## config.mk

```make
export PLATFORM = sky130hd
export DESIGN_NAME = uart_tx_frame
export DESIGN_NICKNAME = d
export VERILOG_FILES = /design/src/rtl/uart_tx_pkg.sv /design/src/rtl/uart_tx_rst_sync.sv /design/src/rtl/uart_tx_holdbuf.sv /design/src/rtl/uart_tx_framer.sv /design/src/rtl/uart_tx_shifter.sv /design/src/rtl/uart_tx_frame.sv
export SDC_FILE = /design/constraint.sdc
export NUM_CORES = 1
export LEC_CHECK = 0
export CAP_MARGIN = 10
export CORE_MARGIN = 2
export CORE_UTILIZATION = 56
export CTS_BUF_LIST = sky130_fd_sc_hd__clkbuf_2 sky130_fd_sc_hd__clkbuf_4 sky130_fd_sc_hd__clkbuf_8
export DETAILED_ROUTE_END_ITERATION = 10
export PLACE_DENSITY = 0.79
export SETUP_SLACK_MARGIN = 0.3
export SLEW_MARGIN = 20
export SYNTH_ARGS = -nofsm -noshare
export SYNTH_HDL_FRONTEND = slang
export SYNTH_SLANG_ARGS = --single-unit
```

## constraint.sdc

```tcl
create_clock -name clk_i -period 0.9 [get_ports clk_i]
set_input_delay 0.135 -clock clk_i [delete_from_list [all_inputs] [get_ports clk_i]]
set_output_delay 0.135 -clock clk_i [all_outputs]
set_load 0.1 [all_outputs]
```

## src/rtl/uart_tx_pkg.sv

```systemverilog
package uart_tx_pkg;
  typedef enum logic [1:0] {
    FMT_LEN8 = 2'b00,
    FMT_LEN7 = 2'b01,
    FMT_LEN9 = 2'b10,
    FMT_LOOP = 2'b11
  } fmt_e;

  typedef enum logic [1:0] {
    PAR_ODD   = 2'b00,
    PAR_EVEN  = 2'b01,
    PAR_MARK  = 2'b10,
    PAR_SPACE = 2'b11
  } par_e;
endpackage

```

## src/rtl/uart_tx_rst_sync.sv

```systemverilog
module uart_tx_rst_sync (
  input  logic clk_i,
  input  logic rst_ni,
  output logic rst_sync_no
);
  logic [1:0] sync_q;

  always_ff @(posedge clk_i or negedge rst_ni) begin
    if (!rst_ni) sync_q <= 2'b00;
    else         sync_q <= {sync_q[0], 1'b1};
  end

  assign rst_sync_no = sync_q[1];
endmodule

```

## src/rtl/uart_tx_holdbuf.sv

```systemverilog
module uart_tx_holdbuf #(
  parameter int unsigned BYTE_W = 8
) (
  input  logic              clk_i,
  input  logic              rst_ni,
  input  logic              wr_stb_i,
  input  logic [BYTE_W-1:0] wr_data_i,
  input  logic              take_i,
  output logic [BYTE_W-1:0] data_o,
  output logic              full_o
);
  logic [BYTE_W-1:0] data_q, data_d;
  logic              full_q, full_d;

  always_comb begin
    data_d = data_q;
    full_d = full_q;
    if (take_i)   full_d = 1'b0;
    if (wr_stb_i) begin
      data_d = wr_data_i;
      full_d = 1'b1;
    end
  end

  always_ff @(posedge clk_i or negedge rst_ni) begin
    if (!rst_ni) begin
      data_q <= '0;
      full_q <= 1'b0;
    end else begin
      data_q <= data_d;
      full_q <= full_d;
    end
  end

  assign data_o = data_q;
  assign full_o = full_q;
endmodule

```

## src/rtl/uart_tx_framer.sv

```systemverilog
module uart_tx_framer
  import uart_tx_pkg::*;
#(
  parameter int unsigned BYTE_W  = 8,
  parameter int unsigned FRAME_W = BYTE_W + 4,
  parameter int unsigned CNT_W   = $clog2(FRAME_W + 1)
) (
  input  logic [BYTE_W-1:0]  data_i,
  input  logic [1:0]         fmt_i,
  input  logic               bit9_psel0_i,
  input  logic               psel1_i,
  input  logic               par_en_i,
  input  logic               stop2_i,
  output logic [FRAME_W-1:0] frame_o,
  output logic [CNT_W-1:0]   nbits_o
);
  localparam int unsigned EXT_W = BYTE_W + 1;

  logic [EXT_W-1:0] ext;
  logic [CNT_W-1:0] dbits;
  logic             par_on;
  logic             ones_odd;
  logic             par_bit;
  par_e             par_mode;

  assign ext      = {bit9_psel0_i, data_i};
  assign par_mode = par_e'({psel1_i, bit9_psel0_i});

  always_comb begin
    unique case (fmt_e'(fmt_i))
      FMT_LEN7: dbits = CNT_W'(BYTE_W - 1);
      FMT_LEN8: dbits = CNT_W'(BYTE_W);
      default:  dbits = CNT_W'(BYTE_W + 1);
    endcase
    par_on = par_en_i && (dbits != CNT_W'(BYTE_W + 1));
  end

  always_comb begin
    ones_odd = 1'b0;
    for (int i = 0; i < EXT_W; i++) begin
      if (CNT_W'(i) < dbits) ones_odd = ones_odd ^ ext[i];
    end
    unique case (par_mode)
      PAR_ODD:   par_bit = ~ones_odd;
      PAR_EVEN:  par_bit = ones_odd;
      PAR_MARK:  par_bit = 1'b1;
      default:   par_bit = 1'b0;
    endcase
  end

  always_comb begin
    frame_o    = '1;
    frame_o[0] = 1'b0;
    for (int i = 0; i < EXT_W; i++) begin
      if (CNT_W'(i) < dbits) frame_o[i+1] = ext[i];
    end
    if (par_on) frame_o[dbits + CNT_W'(1)] = par_bit;
    nbits_o = CNT_W'(2) + dbits + CNT_W'(par_on) + CNT_W'(stop2_i);
  end
endmodule

```

## src/rtl/uart_tx_shifter.sv

```systemverilog
module uart_tx_shifter #(
  parameter int unsigned FRAME_W = 12,
  parameter int unsigned CNT_W   = $clog2(FRAME_W + 1)
) (
  input  logic               clk_i,
  input  logic               rst_ni,
  input  logic               tick_i,
  input  logic               avail_i,
  input  logic [FRAME_W-1:0] frame_i,
  input  logic [CNT_W-1:0]   nbits_i,
  output logic               take_o,
  output logic               line_o,
  output logic               busy_o
);
  logic [FRAME_W-1:0] sreg_q, sreg_d;
  logic [CNT_W-1:0]   cnt_q, cnt_d;
  logic               busy_q, busy_d;
  logic               shift_en;
  logic               last_bit;

  assign shift_en = busy_q && tick_i;
  assign last_bit = shift_en && (cnt_q == CNT_W'(1));
  assign take_o   = avail_i && (!busy_q || last_bit);

  always_comb begin
    sreg_d = sreg_q;
    cnt_d  = cnt_q;
    busy_d = busy_q;
    if (take_o) begin
      sreg_d = frame_i;
      cnt_d  = nbits_i;
      busy_d = 1'b1;
    end else if (shift_en) begin
      sreg_d = {1'b1, sreg_q[FRAME_W-1:1]};
      cnt_d  = cnt_q - CNT_W'(1);
      busy_d = !last_bit;
    end
  end

  always_ff @(posedge clk_i or negedge rst_ni) begin
    if (!rst_ni) begin
      sreg_q <= '1;
      cnt_q  <= '0;
      busy_q <= 1'b0;
    end else begin
      sreg_q <= sreg_d;
      cnt_q  <= cnt_d;
      busy_q <= busy_d;
    end
  end

  assign line_o = busy_q ? sreg_q[0] : 1'b1;
  assign busy_o = busy_q;
endmodule

```

## src/rtl/uart_tx_frame.sv

```systemverilog
module uart_tx_frame #(
  parameter int unsigned BYTE_W = 8
) (
  input  logic              clk_i,
  input  logic              rst_ni,
  input  logic              bit_tick_i,
  input  logic              wr_stb_i,
  input  logic [BYTE_W-1:0] wr_data_i,
  input  logic              bit9_psel0_i,
  input  logic              psel1_i,
  input  logic              par_en_i,
  input  logic              stop2_i,
  input  logic              brk_i,
  input  logic [1:0]        fmt_i,
  output logic              txd_o,
  output logic              buf_empty_o,
  output logic              busy_o,
  output logic              loop_o
);
  localparam int unsigned FRAME_W = BYTE_W + 4;
  localparam int unsigned CNT_W   = $clog2(FRAME_W + 1);

  logic               rst_sync_n;
  logic [BYTE_W-1:0]  buf_data;
  logic               buf_full;
  logic               take;
  logic [FRAME_W-1:0] frame;
  logic [CNT_W-1:0]   nbits;
  logic               line;

  uart_tx_rst_sync rst_i (
    .clk_i       (clk_i),
    .rst_ni      (rst_ni),
    .rst_sync_no (rst_sync_n)
  );

  uart_tx_holdbuf #(.BYTE_W(BYTE_W)) hold_i (
    .clk_i     (clk_i),
    .rst_ni    (rst_sync_n),
    .wr_stb_i  (wr_stb_i),
    .wr_data_i (wr_data_i),
    .take_i    (take),
    .data_o    (buf_data),
    .full_o    (buf_full)
  );

  uart_tx_framer #(.BYTE_W(BYTE_W), .FRAME_W(FRAME_W), .CNT_W(CNT_W)) frm_i (
    .data_i       (buf_data),
    .fmt_i        (fmt_i),
    .bit9_psel0_i (bit9_psel0_i),
    .psel1_i      (psel1_i),
    .par_en_i     (par_en_i),
    .stop2_i      (stop2_i),
    .frame_o      (frame),
    .nbits_o      (nbits)
  );

  uart_tx_shifter #(.FRAME_W(FRAME_W), .CNT_W(CNT_W)) shf_i (
    .clk_i   (clk_i),
    .rst_ni  (rst_sync_n),
    .tick_i  (bit_tick_i),
    .avail_i (buf_full),
    .frame_i (frame),
    .nbits_i (nbits),
    .take_o  (take),
    .line_o  (line),
    .busy_o  (busy_o)
  );

  assign txd_o       = line & ~brk_i;
  assign buf_empty_o = ~buf_full;
  assign loop_o      = (fmt_i == 2'b11);
endmodule

```

==> results.toml, run 1 <==
[synth]
synth_edf_count = 0
synth_cell_type_count = 36
async_flop_share = 1.00
yosysSeqAreaShare = 0.459
syn-num-nets = 177
synthCells = 151
yosysWarnings = 0
syn_avg_cell_area_um2 = 10.3
syn_area_mm2 = 0.00156
ys.flop_type = "dfrtp_1"
synth-seq-cells = 28

[die]
ioPinCount = 23
start_util = 0.575
die_h_um = 56.8
num_rows = 19
die_w_um = 56.8

[run_status]
failed_stage = "global routing"
error_line = "[ERROR DPL-0038] Utilization greater than 100%, impossible to legalize"
status = "aborted with a tool error"

[cts]
clk_path_buf_depth = 2
cts_root_buf = "clkbuf_4"
ctsHtreeMaxLevel = 1
cts.sinks = 28
cts_made_buffers = 3

[timing]
grt_worst_setup_endpoint = "shf_i.sreg_q[2]$_DFFE_PN1P_/D"
endpoint_type = "register data pin"

[place]
io_buffers = 22
hpwlAfterDp_mm = 2.91
routabilityCongestion = 0.853
dp_cells = 238
place_ws_ns = -1.33

[global_route]
grt_max_degree = 19
[cells in the mapped netlist, drive strengths merged, types with 2 or more instances]
master / instances / area, um2
a21oi: 11 / 55.1
a31oi: 2 / 12.5
dfrtp: 16 / 400
nand2: 13 / 48.8
o21ai: 6 / 30.0
buf: 2 / 15.0
xor2: 3 / 26.3
o31ai: 3 / 22.5
clkbuf: 5 / 18.8
mux2: 10 / 113
nand3: 9 / 45.0
xnor2: 5 / 43.8
dfstp: 12 / 315
inv: 10 / 37.5
ha: 6 / 75.1
nor2b: 3 / 26.3
nand3b: 2 / 15.0
mux2i: 7 / 70.1
nor3: 2 / 15.0
nor2: 10 / 37.5
nor4: 2 / 12.5
[stage by stage]
stage / setup TNS (ns) / util / instance area (um2)
CTS: -12.55 / 0.963 / 2610
detailed placement: -19.36 / 0.818 / 2220
global placement: -18.22 / 0.818 / 2220
floorplan: -10.90 / - / 1720
[cells by family after synthesis]
logic type | synth area share
simple gates | 0.145
xor+xnor | 0.0602
compound gates | 0.109
buf+inv | 0.0457
flops | 0.459
fa+ha+maj | 0.0610
other cells | 0.00241
mux | 0.117
[timing repair]
| item | CTS |
|---|---|
| pin swaps | 12 |
| gates cloned | 2 |
| hold endpoints to repair | 2 |
| buffers inserted | 13 |
| setup endpoints to repair | 40 |
| resized for setup | 63 |
==> run 2: changes to the inputs <==
Settings changed: CORE_UTILIZATION 56 to 40, CTS_BUF_LIST sky130_fd_sc_hd__clkbuf_2 sky130_fd_sc_hd__clkbuf_4 sky130_fd_sc_hd__clkbuf_8 to not set, PLACE_DENSITY 0.79 to not set, PLACE_DENSITY_LB_ADDON set to 0.15, SETUP_SLACK_MARGIN 0.3 to not set.
==> run 2 against run 1 <==
The flow now finishes, with violations (negative setup slack). Synthesized cell count unchanged. Synthesized area unchanged.
==> results.toml, run 2 <==
[run_status]
status = "finished with violations"
violations = "negative setup slack"

[global_route]
gr-total-overflow = 0
antenna_found_initial = 0
grt_use_total = 0.200
grt_max_degree = 27
grt_pass1_vias = 1472
grt_pass1_wl_mm = 6.67

[timing]
setup_viol = 24
slew_violations = 0
setup_slack_ns = -1.05
finalHoldViolations = 0
rsz0062_at_grt = "true"
min_period_over_period = 2.16
period_needed_ns = 1.95
clock_skew_ns = 0.00503
max_freq_mhz = 514

[power]
cellLeakagePower_nw = 1.15
pwr_density_cell_mw_per_mm2 = 2180
peakVddDrop_mv = 1.37

[cts]
clk_path_buf_depth = 2
cts.sinks = 28
ctsHtreeMaxLevel = 1
cts_root_buf = "clkbuf_8"
clk_pin_slew_ns = 0.09
clk_latency_ns = 0.27
cts_made_buffers = 3
cts_tree = "yes"

[die]
fp.dieArea_mm2 = 0.00441
start_util = 0.420
die_h_um = 66.4
ioPinCount = 23
die_w_um = 66.4
num_rows = 22
core-area_mm2 = 0.00372

[synth]
yosysWarnings = 0
synth_edf_count = 0
synth_area_leaders = "dfrtp_1 (26%), dfstp_2 (20%), mux2_2 (7.2%)"
ys.flop_type = "dfrtp_1"
netlist.area_leader.share = 0.257
synthCells = 151
async_flop_share = 1.00
syn_avg_cell_area_um2 = 10.3
syn-num-nets = 177
synthTopCellsByCount = "dfrtp_1 (16), nand2_1 (13), dfstp_2 (12)"
synth_cell_type_count = 36
yosys.area.top_type = "dfrtp_1"
synth_most_common_cell = "dfrtp_1"
yosysSeqAreaShare = 0.459
syn_area_mm2 = 0.00156
synth-seq-cells = 28

[place]
routabilityCongestion = 0.808
io_buffers = 22
place_ws_ns = -1.40
dp_cells = 251
dpl_cell_area_mm2 = 0.00222
hpwlAfterDp_mm = 2.62

[layout]
layoutNonFillerInstCount = 275
regMostFlops = "shf_i.sreg_q"
n_antenna_cell = 0
final_cell_mix = "buf_4 (39), clkdlybuf4s50_1 (15), dfrtp_1 (14), buf_6 (12), dfstp_2 (12)"
final_common_cell = "buf_4"
finish.instance_area_mm2 = 0.00272
nets = 254
largest_reg_flops = 12
final_util = 0.733
syn_to_final_growth_pct = 74.6
drive_gt1_frac = 0.621

[drt]
drt_iter0_drc = 65
dr.pass1.iters = 4
ant_nets = 0
vias = 1440
wire_per_inst_um = 15.7
drcViolationCount = 0
routed_via_density = 5.24
routed_wl_mm = 4.32

[hold_path]
hold_path.class = "reg -> async"

[worst_setup_path]
worst_ep_arrival_time_ns = 2.12
crit_fanout = 3
r2r_slack_ns = -1.05
path_class = "reg -> reg"
crit_path_start_kind = "flop"
cp.required_ns = 1.08
end_kind = "flop"

[run]
cap_violations = 0
## run 2: cell counts after synthesis
No cell type changed its count.
## run 2: layout make-up
cell class                 instances  area [um2]
fill                             266         993
clock buffer                       4        55.1
multi-input combinational        107        1070
inverter                          10        41.3
tap                               48        60.1
sequential                        28         721
timing repair buffer              78         772
## run 2: through the flow
| step | power, mW | TNS, ns | hold slack, ns |
|---|---|---|---|
| floorplan | 3.31 | -10.90 | -0.161 |
| global placement | 4.05 | -18.51 | 0.211 |
| detailed placement | 4.13 | -19.26 | 0.216 |
| CTS | 5.52 | -11.41 | 0.0109 |
| global route | 6.27 | -13.38 | 0.237 |
| finish | 5.95 | -11.74 | 0.216 |
## run 2: logic make-up after synthesis
group	after synthesis	synth area share
XOR/XNOR	9	0.0602
multiplexers	17	0.117
AND/OR/NAND/NOR	44	0.145
buffers and inverters	17	0.0457
flip-flops	28	0.459
other	1	0.00241
adder cells (fa/ha/maj)	7	0.0610
AO/OA/AOI/OAI	28	0.109
## run 2: critical path, stage by stage (launching register included)
cell and delay [ns]:
dfrtp_1 0.40, xnor2_1 0.21, xnor2_1 0.16, xnor3_2 0.50, mux2i_2 0.26, nor4_2 0.08, o31ai_1 0.25
## run 2: layer usage
metal	routed length (um)	GRT usage	vias to the layer above
met1	1830	0.263	699
li1	-	-	679
met2	2210	0.336	54
met5	0	0	-
met4	61	0.0459	0
met3	213	0.0443	8
## run 2: power by group
group / internal [mW] / switching, mW
clock network: 0.392 / 0.397
registers: 1.80 / 0.297
logic: 1.66 / 1.41
total: 3.85 / 2.10
## run 2: repair_timing
action,in CTS,in global routing
setup buffers,16,4
cloned,3,0
pin swaps,14,7
hold buffers,0,1
setup endpoints to repair,30,30
endpoints found under the hold margin,0,2
resized for setup,54,31
## run 2: worst paths after layout
path	startpoint	endpoint	cells after the start
setup / recovery	hold_i.data_o[0]$_DFFE_PN0P_	shf_i.sreg_q[2]$_DFFE_PN1P_	6
hold / removal	rst_i.sync_q[1]$_DFF_PN0_	hold_i.data_o[0]$_DFFE_PN0P_	1
setup reg to reg	hold_i.data_o[0]$_DFFE_PN0P_	shf_i.sreg_q[2]$_DFFE_PN1P_	6
hold reg to reg	rst_i.sync_q[1]$_DFF_PN0_	hold_i.data_o[0]$_DFFE_PN0P_	1
max in group asynchronous	rst_ni	rst_i.sync_q[1]$_DFF_PN0_	2
min in group clk_i	rst_i.sync_q[0]$_DFF_PN0_	rst_i.sync_q[1]$_DFF_PN0_	0
(Power assumes the default switching activity.)
==> run 3: changes to the inputs <==
Settings changed: SKIP_CTS_REPAIR_TIMING set to 1, SLEW_MARGIN 20 to not set.
==> run 3 against run 2 <==
The run still ends with negative setup slack left. Fmax increased by 0.19%. Via count decreased by 1.6%. Sequential power decreased by 2%. Global-route usage decreased by 2.9 points. Non-clock buffer count decreased by 4. Critical path depth unchanged. Power decreased by 3.2%. Sequential share of layout area increased by 0.20 points. Utilization decreased by 0.54 points. Clock skew decreased by 0.0014 ns. Setup slack improved by 0.0037 ns. First-iteration DRC count decreased by 18%. Largest power group unchanged.
==> results.toml, run 3 (synthesized netlist as in run 2, its figures left out) <==
[hold_path]
hold_path.class = "reg -> async"

[global_route]
gr-total-overflow = 0
grt_use_total = 0.171
grt_pass1_vias = 1336
grt_pass1_wl_mm = 5.80
grt_max_degree = 27
antenna_found_initial = 0

[drt]
routed_via_density = 5.25
vias = 1417
topRoutingLayerUsed = "met4"
dr_wl_met3_um = 165
drcViolationCount = 0
drt-met1-wl_mm = 1.76
wl_met2_mm = 2.22
dr.pass1.iters = 4
drt_iter0_drc = 53
routed_wl_mm = 4.21
ant_nets = 0
wire_per_inst_um = 15.6

[worst_setup_path]
cp_slowest_cell = "xnor3_2"
path_class = "reg -> reg"
crit_fanout = 3
end_kind = "flop"
max_stage_delay_ns = 0.50
cp-startpoint = "hold_i.data_o[5]$_DFFE_PN0P_"
crit_path_start_kind = "flop"
cp.required_ns = 1.09
crit_chain = "xor2_1, xnor2_1, xnor3_2, mux2i_4, nor3_2, a41oi_1"
reg2reg_from = "hold_i.data_o[5]$_DFFE_PN0P_"
worst_ep_arrival_time_ns = 2.13

[layout]
largest_reg_flops = 12
syn_to_final_growth_pct = 73.4
nets = 249
final_cell_mix = "buf_4 (33), dfrtp_1 (14), clkdlybuf4s50_1 (14), buf_6 (12), dfstp_2 (12)"
drive_gt1_frac = 0.617
n_antenna_cell = 0
finish.instance_area_mm2 = 0.00270
final_common_cell = "buf_4"
regMostFlops = "shf_i.sreg_q"

[timing]
fin_setup_tns_ns = -11.46
setup_slack_ns = -1.04
clock_skew_ns = 0.00364
period_needed_ns = 1.94
slew_violations = 0
min_period_over_period = 2.16
setup_viol = 26
max_freq_mhz = 515
rsz0062_at_grt = "true"
finalHoldViolations = 0
slew_headroom = 0.649
worstMarginPinSlew_ns = 0.526

[place]
io_buffers = 22
dpl_cell_area_mm2 = 0.00222
routabilityCongestion = 0.808
hpwlAfterDp_mm = 2.62

[cts]
clk_pin_slew_ns = 0.10
cts_tree = "yes"
cts.sinks = 28
cts_root_buf = "clkbuf_8"
clk_latency_ns = 0.28
clk_path_buf_depth = 2
cts_made_buffers = 3
ctsHtreeMaxLevel = 1

[die]
start_util = 0.420
fp.dieArea_mm2 = 0.00441
num_rows = 22
die_w_um = 66.4
ioPinCount = 23
die_h_um = 66.4
core-area_mm2 = 0.00372

[power]
peakVddDrop_mv = 1.33
cellLeakagePower_nw = 1.17
pwr_density_cell_mw_per_mm2 = 2130

[run_status]
status = "finished with violations"
violations = "negative setup slack"

[run]
cap_violations = 0
## run 3: where the power goes
part           internal [mW]  switching (mW)  total (mW)
clock                  0.392           0.401       0.793
sequential              1.79           0.255        2.05
combinational           1.56            1.36        2.92
total                   3.75            2.02        5.76
## run 3: path summary, 6_finish.rpt
kind,end,slack [ns],depth (start not counted)
worst max-delay path,shf_i.sreg_q[8]$_DFFE_PN1P_,-1.04,6
worst min-delay path,hold_i.data_o[3]$_DFFE_PN0P_,0.22,1
worst max register to register,shf_i.sreg_q[8]$_DFFE_PN1P_,-1.04,6
worst min register to register,hold_i.data_o[3]$_DFFE_PN0P_,0.22,1
max in group asynchronous,rst_i.sync_q[1]$_DFF_PN0_,0.24,2
min in group clk_i,shf_i.sreg_q[2]$_DFFE_PN1P_,0.32,4
## run 3: final cells by class
| class | count | area [um2] |
|---|---|---|
| clock buffer | 4 | 55.1 |
| multi-input combinational | 106 | 1050 |
| fill | 275 | 1010 |
| inverter | 10 | 41.3 |
| timing repair buffer | 74 | 773 |
| sequential | 28 | 721 |
| tap | 48 | 60.1 |
## run 3: per-stage QoR
stage | std cells | setup slack, ns | hold WS, ns | total power, mW | util
floorplan | 151 | -0.824 | -0.161 | 3.31 | -
global placement | 251 | -1.30 | 0.211 | 4.05 | 0.597
detailed placement | 251 | -1.40 | 0.216 | 4.13 | 0.597
CTS | 255 | -1.11 | 0.0109 | 4.92 | 0.612
global route | 270 | -1.13 | 0.239 | 6.09 | 0.727
finish | 270 | -1.04 | 0.216 | 5.76 | 0.727
## run 3: routing by layer
metal	global-route usage	vias up
met3	0.0375	6
met2	0.298	36
li1	-	669
met4	0.0306	0
met5	0	-
met1	0.220	706
## run 3: worst max-delay path, delay by kind of cell (launching register included)
kind,cells,cell delay [ns]
AOI/OAI and AO/OA,1,0.16
xor gates and xnor gates,3,0.84
DFF,1,0.40
muxes,1,0.22
and+or+nand+nor,1,0.23
